--- src/rtl/icd_pkg.sv ---
package icd_pkg;
  localparam int ILEN   = 32;
  localparam int NSTAGE = 3;
  localparam int SZ_W   = 2;
  localparam int PAY_W  = SZ_W + 1;
  localparam int OPC_W  = 7;
  localparam int F3_W   = 3;
  localparam int F7_W   = 7;

  typedef enum logic [1:0] {OP1_ZERO = 2'd0, OP1_RS1 = 2'd1, OP1_PC = 2'd2} op1_e;
  typedef enum logic [1:0] {OP2_ZERO = 2'd0, OP2_RS2 = 2'd1, OP2_IMM = 2'd2, OP2_ISZ = 2'd3} op2_e;
  typedef enum logic [2:0] {IMM_NONE = 3'd0, IMM_I = 3'd1, IMM_S = 3'd2, IMM_B = 3'd3,
                            IMM_U = 3'd4, IMM_J = 3'd5, IMM_Z = 3'd6} imm_e;
  typedef enum logic [3:0] {ALU_ADD = 4'd0, ALU_SUB = 4'd1, ALU_SLL = 4'd2, ALU_SLT = 4'd3,
                            ALU_SLTU = 4'd4, ALU_XOR = 4'd5, ALU_SRL = 4'd6, ALU_SRA = 4'd7,
                            ALU_OR = 4'd8, ALU_AND = 4'd9, ALU_EQ = 4'd10, ALU_NE = 4'd11,
                            ALU_GE = 4'd12, ALU_GEU = 4'd13} alu_e;
  typedef enum logic [1:0] {MC_NONE = 2'd0, MC_READ = 2'd1, MC_WRITE = 2'd2} mcmd_e;
  typedef enum logic [2:0] {CS_NONE = 3'd0, CS_WRITE = 3'd1, CS_SET = 3'd2, CS_CLEAR = 3'd3,
                            CS_INSN = 3'd4} csr_e;

  localparam logic [OPC_W-1:0] OPC_LUI    = 7'b0110111;
  localparam logic [OPC_W-1:0] OPC_AUIPC  = 7'b0010111;
  localparam logic [OPC_W-1:0] OPC_JAL    = 7'b1101111;
  localparam logic [OPC_W-1:0] OPC_JALR   = 7'b1100111;
  localparam logic [OPC_W-1:0] OPC_BRANCH = 7'b1100011;
  localparam logic [OPC_W-1:0] OPC_LOAD   = 7'b0000011;
  localparam logic [OPC_W-1:0] OPC_XLOAD  = 7'b0011111;
  localparam logic [OPC_W-1:0] OPC_STORE  = 7'b0100011;
  localparam logic [OPC_W-1:0] OPC_ARI_I  = 7'b0010011;
  localparam logic [OPC_W-1:0] OPC_ARI_R  = 7'b0110011;
  localparam logic [OPC_W-1:0] OPC_FENCE  = 7'b0001111;
  localparam logic [OPC_W-1:0] OPC_SYSTEM = 7'b1110011;

  localparam logic [F7_W-1:0] F7_BASE = 7'b0000000;
  localparam logic [F7_W-1:0] F7_ALT  = 7'b0100000;

  localparam logic [ILEN-1:0] W_ENV_CALL  = 32'h0000_0073;
  localparam logic [ILEN-1:0] W_ENV_BREAK = 32'h0010_0073;
  localparam logic [ILEN-1:0] W_TRAP_RET  = 32'h3020_0073;
  localparam logic [ILEN-1:0] W_WAIT_INT  = 32'h1050_0073;

  typedef struct packed {
    logic  legal;
    logic  branch;
    logic  jal;
    logic  jalr;
    logic  rd_rs1;
    logic  rd_rs2;
    logic  wr_rd;
    op1_e  op1;
    op2_e  op2;
    imm_e  imm;
    alu_e  alu;
    logic  mem_en;
    mcmd_e mem_cmd;
    csr_e  csr;
    logic  fence;
  } ctrl_t;
endpackage

--- src/rtl/icd_decoder.sv ---
module icd_decoder
  import icd_pkg::*;
(
  input  logic [ILEN-1:0] inst,
  output ctrl_t           ctl
);
  logic [OPC_W-1:0] opc;
  logic [F3_W-1:0]  f3;
  logic [F7_W-1:0]  f7;
  ctrl_t            c;
  logic             ok;

  assign opc = inst[OPC_W-1:0];
  assign f3  = inst[14:12];
  assign f7  = inst[31:25];

  function automatic alu_e base_alu(input logic [F3_W-1:0] f);
    case (f)
      3'b000:  return ALU_ADD;
      3'b001:  return ALU_SLL;
      3'b010:  return ALU_SLT;
      3'b011:  return ALU_SLTU;
      3'b100:  return ALU_XOR;
      3'b101:  return ALU_SRL;
      3'b110:  return ALU_OR;
      default: return ALU_AND;
    endcase
  endfunction

  always_comb begin
    c  = '0;
    ok = 1'b0;
    case (opc)
      OPC_LUI, OPC_AUIPC: begin
        ok      = 1'b1;
        c.wr_rd = 1'b1;
        c.op1   = (opc == OPC_LUI) ? OP1_ZERO : OP1_PC;
        c.op2   = OP2_IMM;
        c.imm   = IMM_U;
        c.alu   = ALU_ADD;
      end
      OPC_JAL: begin
        ok      = 1'b1;
        c.jal   = 1'b1;
        c.wr_rd = 1'b1;
        c.op1   = OP1_PC;
        c.op2   = OP2_ISZ;
        c.imm   = IMM_J;
        c.alu   = ALU_ADD;
      end
      OPC_JALR: begin
        ok       = (f3 == 3'b000);
        c.jalr   = 1'b1;
        c.rd_rs1 = 1'b1;
        c.wr_rd  = 1'b1;
        c.op1    = OP1_RS1;
        c.op2    = OP2_IMM;
        c.imm    = IMM_I;
        c.alu    = ALU_ADD;
      end
      OPC_BRANCH: begin
        ok       = (f3[2:1] != 2'b01);
        c.branch = 1'b1;
        c.rd_rs1 = 1'b1;
        c.rd_rs2 = 1'b1;
        c.op1    = OP1_RS1;
        c.op2    = OP2_RS2;
        c.imm    = IMM_B;
        case (f3)
          3'b000:  c.alu = ALU_EQ;
          3'b001:  c.alu = ALU_NE;
          3'b100:  c.alu = ALU_SLT;
          3'b101:  c.alu = ALU_GE;
          3'b110:  c.alu = ALU_SLTU;
          default: c.alu = ALU_GEU;
        endcase
      end
      OPC_LOAD, OPC_XLOAD: begin
        if (opc == OPC_XLOAD) ok = (f3 == 3'b000);
        else ok = (f3 == 3'b000) || (f3 == 3'b001) || (f3 == 3'b010) ||
                  (f3 == 3'b100) || (f3 == 3'b101);
        c.rd_rs1  = 1'b1;
        c.wr_rd   = 1'b1;
        c.op1     = OP1_RS1;
        c.op2     = OP2_IMM;
        c.imm     = IMM_I;
        c.alu     = ALU_ADD;
        c.mem_en  = 1'b1;
        c.mem_cmd = MC_READ;
      end
      OPC_STORE: begin
        ok        = (f3 == 3'b000) || (f3 == 3'b001) || (f3 == 3'b010);
        c.rd_rs1  = 1'b1;
        c.rd_rs2  = 1'b1;
        c.op1     = OP1_RS1;
        c.op2     = OP2_IMM;
        c.imm     = IMM_S;
        c.alu     = ALU_ADD;
        c.mem_en  = 1'b1;
        c.mem_cmd = MC_WRITE;
      end
      OPC_ARI_I: begin
        c.rd_rs1 = 1'b1;
        c.wr_rd  = 1'b1;
        c.op1    = OP1_RS1;
        c.op2    = OP2_IMM;
        c.imm    = IMM_I;
        c.alu    = base_alu(f3);
        if (f3 == 3'b001) ok = (f7 == F7_BASE);
        else if (f3 == 3'b101) begin
          ok = (f7 == F7_BASE) || (f7 == F7_ALT);
          if (f7 == F7_ALT) c.alu = ALU_SRA;
        end else ok = 1'b1;
      end
      OPC_ARI_R: begin
        c.rd_rs1 = 1'b1;
        c.rd_rs2 = 1'b1;
        c.wr_rd  = 1'b1;
        c.op1    = OP1_RS1;
        c.op2    = OP2_RS2;
        c.alu    = base_alu(f3);
        if (f7 == F7_BASE) ok = 1'b1;
        else if (f7 == F7_ALT) begin
          ok = (f3 == 3'b000) || (f3 == 3'b101);
          c.alu = (f3 == 3'b000) ? ALU_SUB : ALU_SRA;
        end
      end
      OPC_FENCE: begin
        ok      = (f3 == 3'b000);
        c.fence = 1'b1;
      end
      OPC_SYSTEM: begin
        if (f3 == 3'b000) begin
          ok    = (inst == W_ENV_CALL) || (inst == W_ENV_BREAK) ||
                  (inst == W_TRAP_RET) || (inst == W_WAIT_INT);
          c.csr = CS_INSN;
        end else if (f3[1:0] != 2'b00) begin
          ok      = 1'b1;
          c.wr_rd = 1'b1;
          c.alu   = ALU_ADD;
          c.csr   = csr_e'({1'b0, f3[1:0]});
          if (f3[2]) begin
            c.op1 = OP1_ZERO;
            c.op2 = OP2_IMM;
            c.imm = IMM_Z;
          end else begin
            c.rd_rs1 = 1'b1;
            c.op1    = OP1_RS1;
            c.op2    = OP2_ZERO;
          end
        end
      end
      default: ok = 1'b0;
    endcase
  end

  always_comb begin
    ctl = '0;
    if (ok) begin
      ctl       = c;
      ctl.legal = 1'b1;
    end
  end
endmodule

--- src/rtl/icd_stage.sv ---
module icd_stage #(
  parameter int W = 3
) (
  input  logic         clk,
  input  logic         rst_n,
  input  logic         hold,
  input  logic         flush,
  input  logic         in_valid,
  input  logic [W-1:0] in_data,
  output logic         out_valid,
  output logic [W-1:0] out_data
);
  logic         v_q, v_nx;
  logic [W-1:0] d_q;
  logic         d_en;

  assign d_en = ~hold;

  always_comb begin
    if (flush)     v_nx = 1'b0;
    else if (hold) v_nx = v_q;
    else           v_nx = in_valid;
  end

  always_ff @(posedge clk or negedge rst_n) begin
    if (!rst_n) v_q <= 1'b0;
    else        v_q <= v_nx;
  end

  always_ff @(posedge clk or negedge rst_n) begin
    if (!rst_n)    d_q <= '0;
    else if (d_en) d_q <= in_data;
  end

  assign out_valid = v_q;
  assign out_data  = d_q;
endmodule

--- src/rtl/icd_ctrl_decode.sv ---
module icd_ctrl_decode
  import icd_pkg::*;
(
  input  logic              clk,
  input  logic              rst_n,
  input  logic              id_valid,
  input  logic [ILEN-1:0]   id_inst,
  input  logic [NSTAGE-1:0] stall,
  input  logic              flush,
  output logic              dec_legal,
  output logic              dec_branch,
  output logic              dec_jal,
  output logic              dec_jalr,
  output logic              dec_rd_rs1,
  output logic              dec_rd_rs2,
  output logic              dec_wr_rd,
  output logic [1:0]        dec_op1_sel,
  output logic [1:0]        dec_op2_sel,
  output logic [2:0]        dec_imm_sel,
  output logic [3:0]        dec_alu_fn,
  output logic              dec_mem_en,
  output logic [1:0]        dec_mem_cmd,
  output logic [2:0]        dec_csr_cmd,
  output logic              dec_fence,
  output logic              ex_valid,
  output logic [SZ_W-1:0]   ex_size,
  output logic              ex_signed,
  output logic              mem_valid,
  output logic [SZ_W-1:0]   mem_size,
  output logic              mem_signed,
  output logic              wb_valid,
  output logic [SZ_W-1:0]   wb_size,
  output logic              wb_signed
);
  ctrl_t            ctl;
  logic [NSTAGE:0]  vchain;
  logic [PAY_W-1:0] dchain [NSTAGE+1];

  icd_decoder u_dec (
    .inst (id_inst),
    .ctl  (ctl)
  );

  assign dec_legal   = ctl.legal;
  assign dec_branch  = ctl.branch;
  assign dec_jal     = ctl.jal;
  assign dec_jalr    = ctl.jalr;
  assign dec_rd_rs1  = ctl.rd_rs1;
  assign dec_rd_rs2  = ctl.rd_rs2;
  assign dec_wr_rd   = ctl.wr_rd;
  assign dec_op1_sel = ctl.op1;
  assign dec_op2_sel = ctl.op2;
  assign dec_imm_sel = ctl.imm;
  assign dec_alu_fn  = ctl.alu;
  assign dec_mem_en  = ctl.mem_en;
  assign dec_mem_cmd = ctl.mem_cmd;
  assign dec_csr_cmd = ctl.csr;
  assign dec_fence   = ctl.fence;

  assign vchain[0] = id_valid;
  assign dchain[0] = {~id_inst[14], id_inst[12 +: SZ_W]};

  for (genvar k = 0; k < NSTAGE; k++) begin : g_stg
    icd_stage #(.W(PAY_W)) u_stg (
      .clk       (clk),
      .rst_n     (rst_n),
      .hold      (stall[k]),
      .flush     (flush),
      .in_valid  (vchain[k]),
      .in_data   (dchain[k]),
      .out_valid (vchain[k+1]),
      .out_data  (dchain[k+1])
    );
  end

  assign ex_valid   = vchain[1];
  assign ex_size    = dchain[1][SZ_W-1:0];
  assign ex_signed  = dchain[1][SZ_W];
  assign mem_valid  = vchain[2];
  assign mem_size   = dchain[2][SZ_W-1:0];
  assign mem_signed = dchain[2][SZ_W];
  assign wb_valid   = vchain[3];
  assign wb_size    = dchain[3][SZ_W-1:0];
  assign wb_signed  = dchain[3][SZ_W];
endmodule

--- config.mk ---
export PLATFORM = sky130hd
export DESIGN_NAME = icd_ctrl_decode
export DESIGN_NICKNAME = d
export VERILOG_FILES = /design/src/rtl/icd_pkg.sv /design/src/rtl/icd_decoder.sv /design/src/rtl/icd_stage.sv /design/src/rtl/icd_ctrl_decode.sv
export SDC_FILE = /design/constraint.sdc
export NUM_CORES = 1
export LEC_CHECK = 0
export BUFFER_PORTS_ARGS = -buffer_cell sky130_fd_sc_hd__buf_4
export CAP_MARGIN = 20
export CORE_UTILIZATION = 25
export CTS_CLUSTER_DIAMETER = 80
export DETAILED_ROUTE_END_ITERATION = 6
export SYNTH_ARGS = -nofsm -noshare
export SYNTH_HDL_FRONTEND = slang
export SYNTH_HIERARCHICAL = 1
export SYNTH_SLANG_ARGS = --single-unit
export TNS_END_PERCENT = 20
--- constraint.sdc ---
create_clock -name clk -period 4.1 [get_ports clk]
set_clock_uncertainty 0.15 [all_clocks]
set_input_delay 0.615 -clock clk [delete_from_list [all_inputs] [get_ports clk]]
set_output_delay 0.615 -clock clk [all_outputs]
set_load 0.02 [all_outputs]
==> results.cfg, run 1 <==
[synthesis]
synth_edf_count = 0
ys_seq_elements = 12
synth_top_flop_cell = dfrtp_1
syn_nets = 226
yosysSeqAreaShare_pct = 21.7
syn_inst = 187
async_flop_share_pct = 100
syn-cell-area_um2 = 1380
synthDistinctLibCells = 51
synth-warning-count = 6
synth_area_leaders = dfrtp_1 (22%), nor2_1 (8.7%), mux2_2 (7.3%), nand2_1 (5.7%), a21oi_1 (3.3%)
yosys.area.top_type = dfrtp_1
avgSynthCellArea_um2 = 7.40
synth_top_area_share_pct = 21.7

[layout]
layout.nets = 293
finalNonFillerCells = 322
design_area_um2 = 2000
n_antenna_cell = 0
postLayoutCoreUtil_pct = 38.4
layout_commonest_cell = buf_4
area_delta_synth_final_pct = 44.4
mostFrequentLayoutCells = buf_4 (75), nor2_1 (32), nand2_1 (21)
drive_gt1_share_pct = 39.3
nFillCells = 576

[setup_path]
r2r-start = g_stg[0].u_stg/out_data[2]$_DFFE_PN0N_
critPathRequiredTime_ns = 3.34
crit_arrival_ns = 2.63
reg2reg_slack_ns = 3.17
r2r_cells = 1
cp_max_fo = 15
worstSetupPathType = input pin to output port
worst_r2r_endpoint = g_stg[0].u_stg/out_data[2]$_DFFE_PN0N_
cp-end-kind = output port
critPathLaunchType = input pin

[sta]
period_needed_ns = 3.39
drv_slew = 0
setup_tns_ns = 0
fmax_mhz = 295
finalHoldViolCount = 0
maxSlewHeadroom_pct = 55.5
tightest_slew_ns = 0.667
rsz0062_at_grt = no
period_share_pct = 82.8
setup_viol = 0

[clock_network]
cts_tree = done
clkLatencyLatePin_ns = 0.23
htree_num_levels = 1
root_buffer = clkbuf_8
cts_buffer_depth = 2
cts_hold_buf = 0
path_clk_slew_ns = 0.05
cts_resized = 0
cts_made_buffers = 3
clock_sinks = 12
post_cts_buffers = 0

[floorplan]
num_io_pins = 76
core_um2 = 5200
die_w_um = 76.4
die_area_um2 = 5840
rows = 26
start_util_pct = 26.6
die_height_um = 76.4

[power]
ir_worst_vdd_uv = 92.9
p_leak_nw = 0.863
power.density_nw_per_um2 = 200

[routing]
drt_pass1_iterations = 4
wirelength_um = 4480
vias = 1661
postRouteAntennaNets = 0
drcViolationCount = 0
wire_per_inst_um = 13.9
via_per_inst = 5.16
drt-initial-drc-count = 90

[min_path]
min_path_type = input pin to async pin

[global_routing]
grt_overflow = 0
antenna_found_initial = 0
grt_max_degree = 20
grt_pass1_vias = 1561
grt_pass1_wl_um = 7280
track_usage_pct = 15.3

[place]
numPortBuffers = 75
placed_cell_area_um2 = 1960
hpwl_um = 3580
dp_cells = 319
gp_congestion = 0.922

[run]
drv_cap = 0

[run_status]
outcome = finished clean
-- worst max path at each step --
stage	startpoint	to	slack (ns)
2_1_floorplan	id_inst[5]	dec_fence	0.93
3_5_place_dp	id_inst[3]	dec_imm_sel[1]	0.71
3_3_place_gp	id_inst[13]	dec_fence	0.66
5_1_grt	id_inst[0]	dec_fence	0.51
4_1_cts	id_inst[3]	dec_imm_sel[1]	0.71
6_report	id_inst[3]	dec_imm_sel[1]	0.71
-- final cells by class --
type | instances | area (um^2) | share of cell area (%)
repair buffers | 75 | 563 | 28.2
well taps | 70 | 87.6 | 4.38
clock buffers | 3 | 41.3 | 2.07
flip-flops and latches | 12 | 300 | 15.0
inverters | 4 | 15.0 | 0.751
multi-input cells | 158 | 991 | 49.6
-- synth_stat cells, types with 3 or more instances --
master / instances
nor4_1: 5
nor2_1: 32
o21ai_0: 9
o31ai_1: 3
dfrtp_1: 12
or2_2: 4
nor3_1: 3
clkbuf_1: 7
mux2i_1: 3
nand4_1: 3
mux2_2: 9
a22oi_1: 3
inv_1: 4
buf_6: 3
a21oi_1: 9
o21a_1: 4
nand2_1: 21
nor3_2: 3
nand2b_1: 3
nand3_1: 5
-- kinds of logic after synthesis --
| family | synth area share [%] |
|---|---|
| multiplexers | 9.49 |
| flip-flops | 21.7 |
| AO/OA/AOI/OAI | 23.5 |
| XOR/XNOR | 0.633 |
| buffers and inverters | 6.69 |
| AND/OR/NAND/NOR | 38.0 |
-- power by group --
group / internal (mW) / switching, mW / total (mW)
Clock: 0.0645 / 0.0406 / 0.105
Combinational: 0.0712 / 0.0820 / 0.153
Sequential: 0.133 / 0.00872 / 0.142
-- sequential cells by signal, summed over array words and instances, names as in the netlist --
| signal | cells |
|---|---|
| g_stg.u_stg/out_data | 9 |
| g_stg.u_stg/out_valid | 3 |
-- critical path, cell delays in order --
cell       delay [ns]
buf_4            0.15
nand4bb_1        0.35
nor2_2           0.14
a41oi_1          0.26
nand4_2          0.17
a21oi_2          0.54
o21ai_0          0.20
buf_4            0.19
-- metrics by stage --
step           hold slack [ns]  setup slack, ns  power [mW]
5_1_grt                 0.0618            0.508       0.423
3_3_place_gp             0.313            0.660       0.296
3_5_place_dp             0.316            0.712       0.298
2_1_floorplan            0.169            0.935       0.224
4_1_cts                 0.0583            0.708       0.406
6_report                0.0615            0.706       0.400
-- per-layer routing --
layer | global-route usage [%] | share of wire [%] | vias to the layer above
met5 | 0 | 0 | -
met1 | 19.4 | 44 | 769
li1 | - | - | 825
met4 | 4.62 | 1.4 | 0
met2 | 25.9 | 49 | 61
met3 | 2.75 | 5.9 | 6
No activity file was read; power rests on OpenSTA's default activity.
==> run 2: changes to the inputs <==
==> constraint.sdc (replaced) <==
create_clock -name clk -period 3.1 [get_ports clk]
set_clock_uncertainty 0.15 [all_clocks]
set_input_delay 0.465 -clock clk [delete_from_list [all_inputs] [get_ports clk]]
set_output_delay 0.465 -clock clk [all_outputs]
set_load 0.02 [all_outputs]
==> run 2 against run 1 <==
- utilization increased by 2.8 points
- via count increased by 4.4%
- sequential share of layout area decreased by 1.0 points
- hold slack improved by 0.18 ns
- die area unchanged
- sequential cell count unchanged
- clock-buffer cell count increased by 1
- total power increased by 42%
- largest power group unchanged
==> results.cfg, run 2 (synthesis gave the netlist of run 1 again) <==
[global_routing]
grt_pass1_wl_um = 7910
track_usage_pct = 16.1
grt_overflow = 0
grt_max_degree = 18
grt_pass1_vias = 1712
antenna_found_initial = 0

[setup_path]
max_stage_delay_ns = 0.46
slowest_stage = or3_1
crit_path_frequent_cell = buf_4
crit_start = id_inst[13]
worstSetupPathType = input pin to output port
crit_arrival_ns = 2.29
cp_max_fo = 15
cp-end-kind = output port
r2r-start = g_stg[1].u_stg/out_data[0]$_DFFE_PN0N_
critPathRequiredTime_ns = 2.48
cp_cell_sequence = buf_4 > or3_1 > nor4_1 > nand3_1 > nor3_2 > a21oi_4 > nor4_2 > buf_4
critPathLaunchType = input pin

[power]
power.density_nw_per_um2 = 264
finalPower_mw = 0.567
ir_worst_vdd_uv = 182
p_leak_nw = 0.945

[layout]
layout_commonest_cell = buf_4
mostFrequentLayoutCells = buf_4 (89), nor2_1 (32), nand2_1 (21)
multi_input_area_um2 = 1010
n_antenna_cell = 0
nFillCells = 552
seq_area_um2 = 300
layout.nets = 308
largest_reg_flops = 9
design_area_um2 = 2150
finalNonFillerCells = 338
area_delta_synth_final_pct = 55.1
drive_gt1_share_pct = 43.3

[sta]
setup_viol = 0
setup_tns_ns = 0
period_share_pct = 93.8
finalWorstSetupSlack_ns = 0.192
rsz0062_at_grt = no
drv_slew = 0
tightest_slew_ns = 0.517
maxSlewHeadroom_pct = 65.2
period_needed_ns = 2.91
fmax_mhz = 344
finalHoldViolCount = 0

[routing]
vias = 1734
drcViolationCount = 0
drt-initial-drc-count = 110
postRouteAntennaNets = 0
wirelength_um = 4590
via_per_inst = 5.13
wire_per_inst_um = 13.6
drt_pass1_iterations = 4

[run_status]
outcome = finished clean

[clock_network]
cts_buffer_depth = 2
post_cts_buffers = 0
cts_tree = done
clock_sinks = 12
root_buffer = clkbuf_8
path_clk_slew_ns = 0.05
htree_num_levels = 1
clkLatencyLatePin_ns = 0.23
cts_made_buffers = 3

[place]
numPortBuffers = 75
gp_congestion = 0.924
dp_slack_ns = 0.0875
hpwl_um = 3640
dp_cells = 333
placed_cell_area_um2 = 2060

[floorplan]
core_um2 = 5200
die_w_um = 76.4
rows = 26
die_height_um = 76.4
start_util_pct = 26.6
die_area_um2 = 5840
num_io_pins = 76

[run]
drv_cap = 0

[min_path]
hp-start = flush
min_path_type = input pin to register
==> run 2: cell count changes in the layout (fill, tap and decap cells not counted), sizes merged <==
cell / previous run / this run
buf: 75 / 89
clkbuf: 3 / 4
dlygate4sd3: 0 / 1
==> run 2: where the power goes <==
group          switching (mW)  internal [mW]
clock network          0.0529          0.112
logic                   0.112          0.103
registers              0.0118          0.176
==> run 2: layout make-up <==
type                    count  share of cell area, %
multi-input cells         158                   47.1
repair buffers             90                   31.6
flip-flops and latches     12                   14.0
well taps                  70                   4.08
clock buffers               4                   2.57
inverters                   4                  0.700
==> run 2: worst paths after layout <==
path                                                                to  slack [ns]  cells after the start
worst max register to register  g_stg[1].u_stg/out_data[0]$_DFFE_PN0N_        2.17                      1
worst min-delay path              g_stg[2].u_stg/out_valid$_DFFE_PN0P_        0.24                      2
max in group asynchronous       g_stg[0].u_stg/out_data[2]$_DFFE_PN0N_        2.19                      2
worst min register to register  g_stg[2].u_stg/out_data[0]$_DFFE_PN0N_        0.35                      1
worst max-delay path                                         dec_fence        0.19                      8
min in group asynchronous       g_stg[2].u_stg/out_data[0]$_DFFE_PN0N_        0.46                      2
==> run 2: worst max-delay path, delay by kind of cell <==
family                 cells  cell delay [ns]
and+or+nand+nor            5             1.35
buffers and inverters      2             0.31
AOI/OAI and AO/OA          1             0.17
==> run 2: routing by layer <==
metal  GRT usage, %  up-vias  wire length (um)
met1           21.4      803              2090
met4           3.46        0                28
li1               -      856                 -
met3           2.63        4               295
met2           27.0       71              2170
met5              0        -                 0
==> run 2: what timing repair did <==
item                       CTS  global route
hold buffers                 1             0
hold endpoints to repair    12             0
resized for setup            0             3
setup endpoints to repair    0            13
==> run 2: per-stage QoR <==
step | util (%) | hold slack, ns
after floorplan | - | 0.0194
after global placement | 39.6 | 0.162
after detailed placement | 39.6 | 0.162
after CTS | 40.9 | 0.239
after global routing | 41.2 | 0.240
final | 41.2 | 0.244
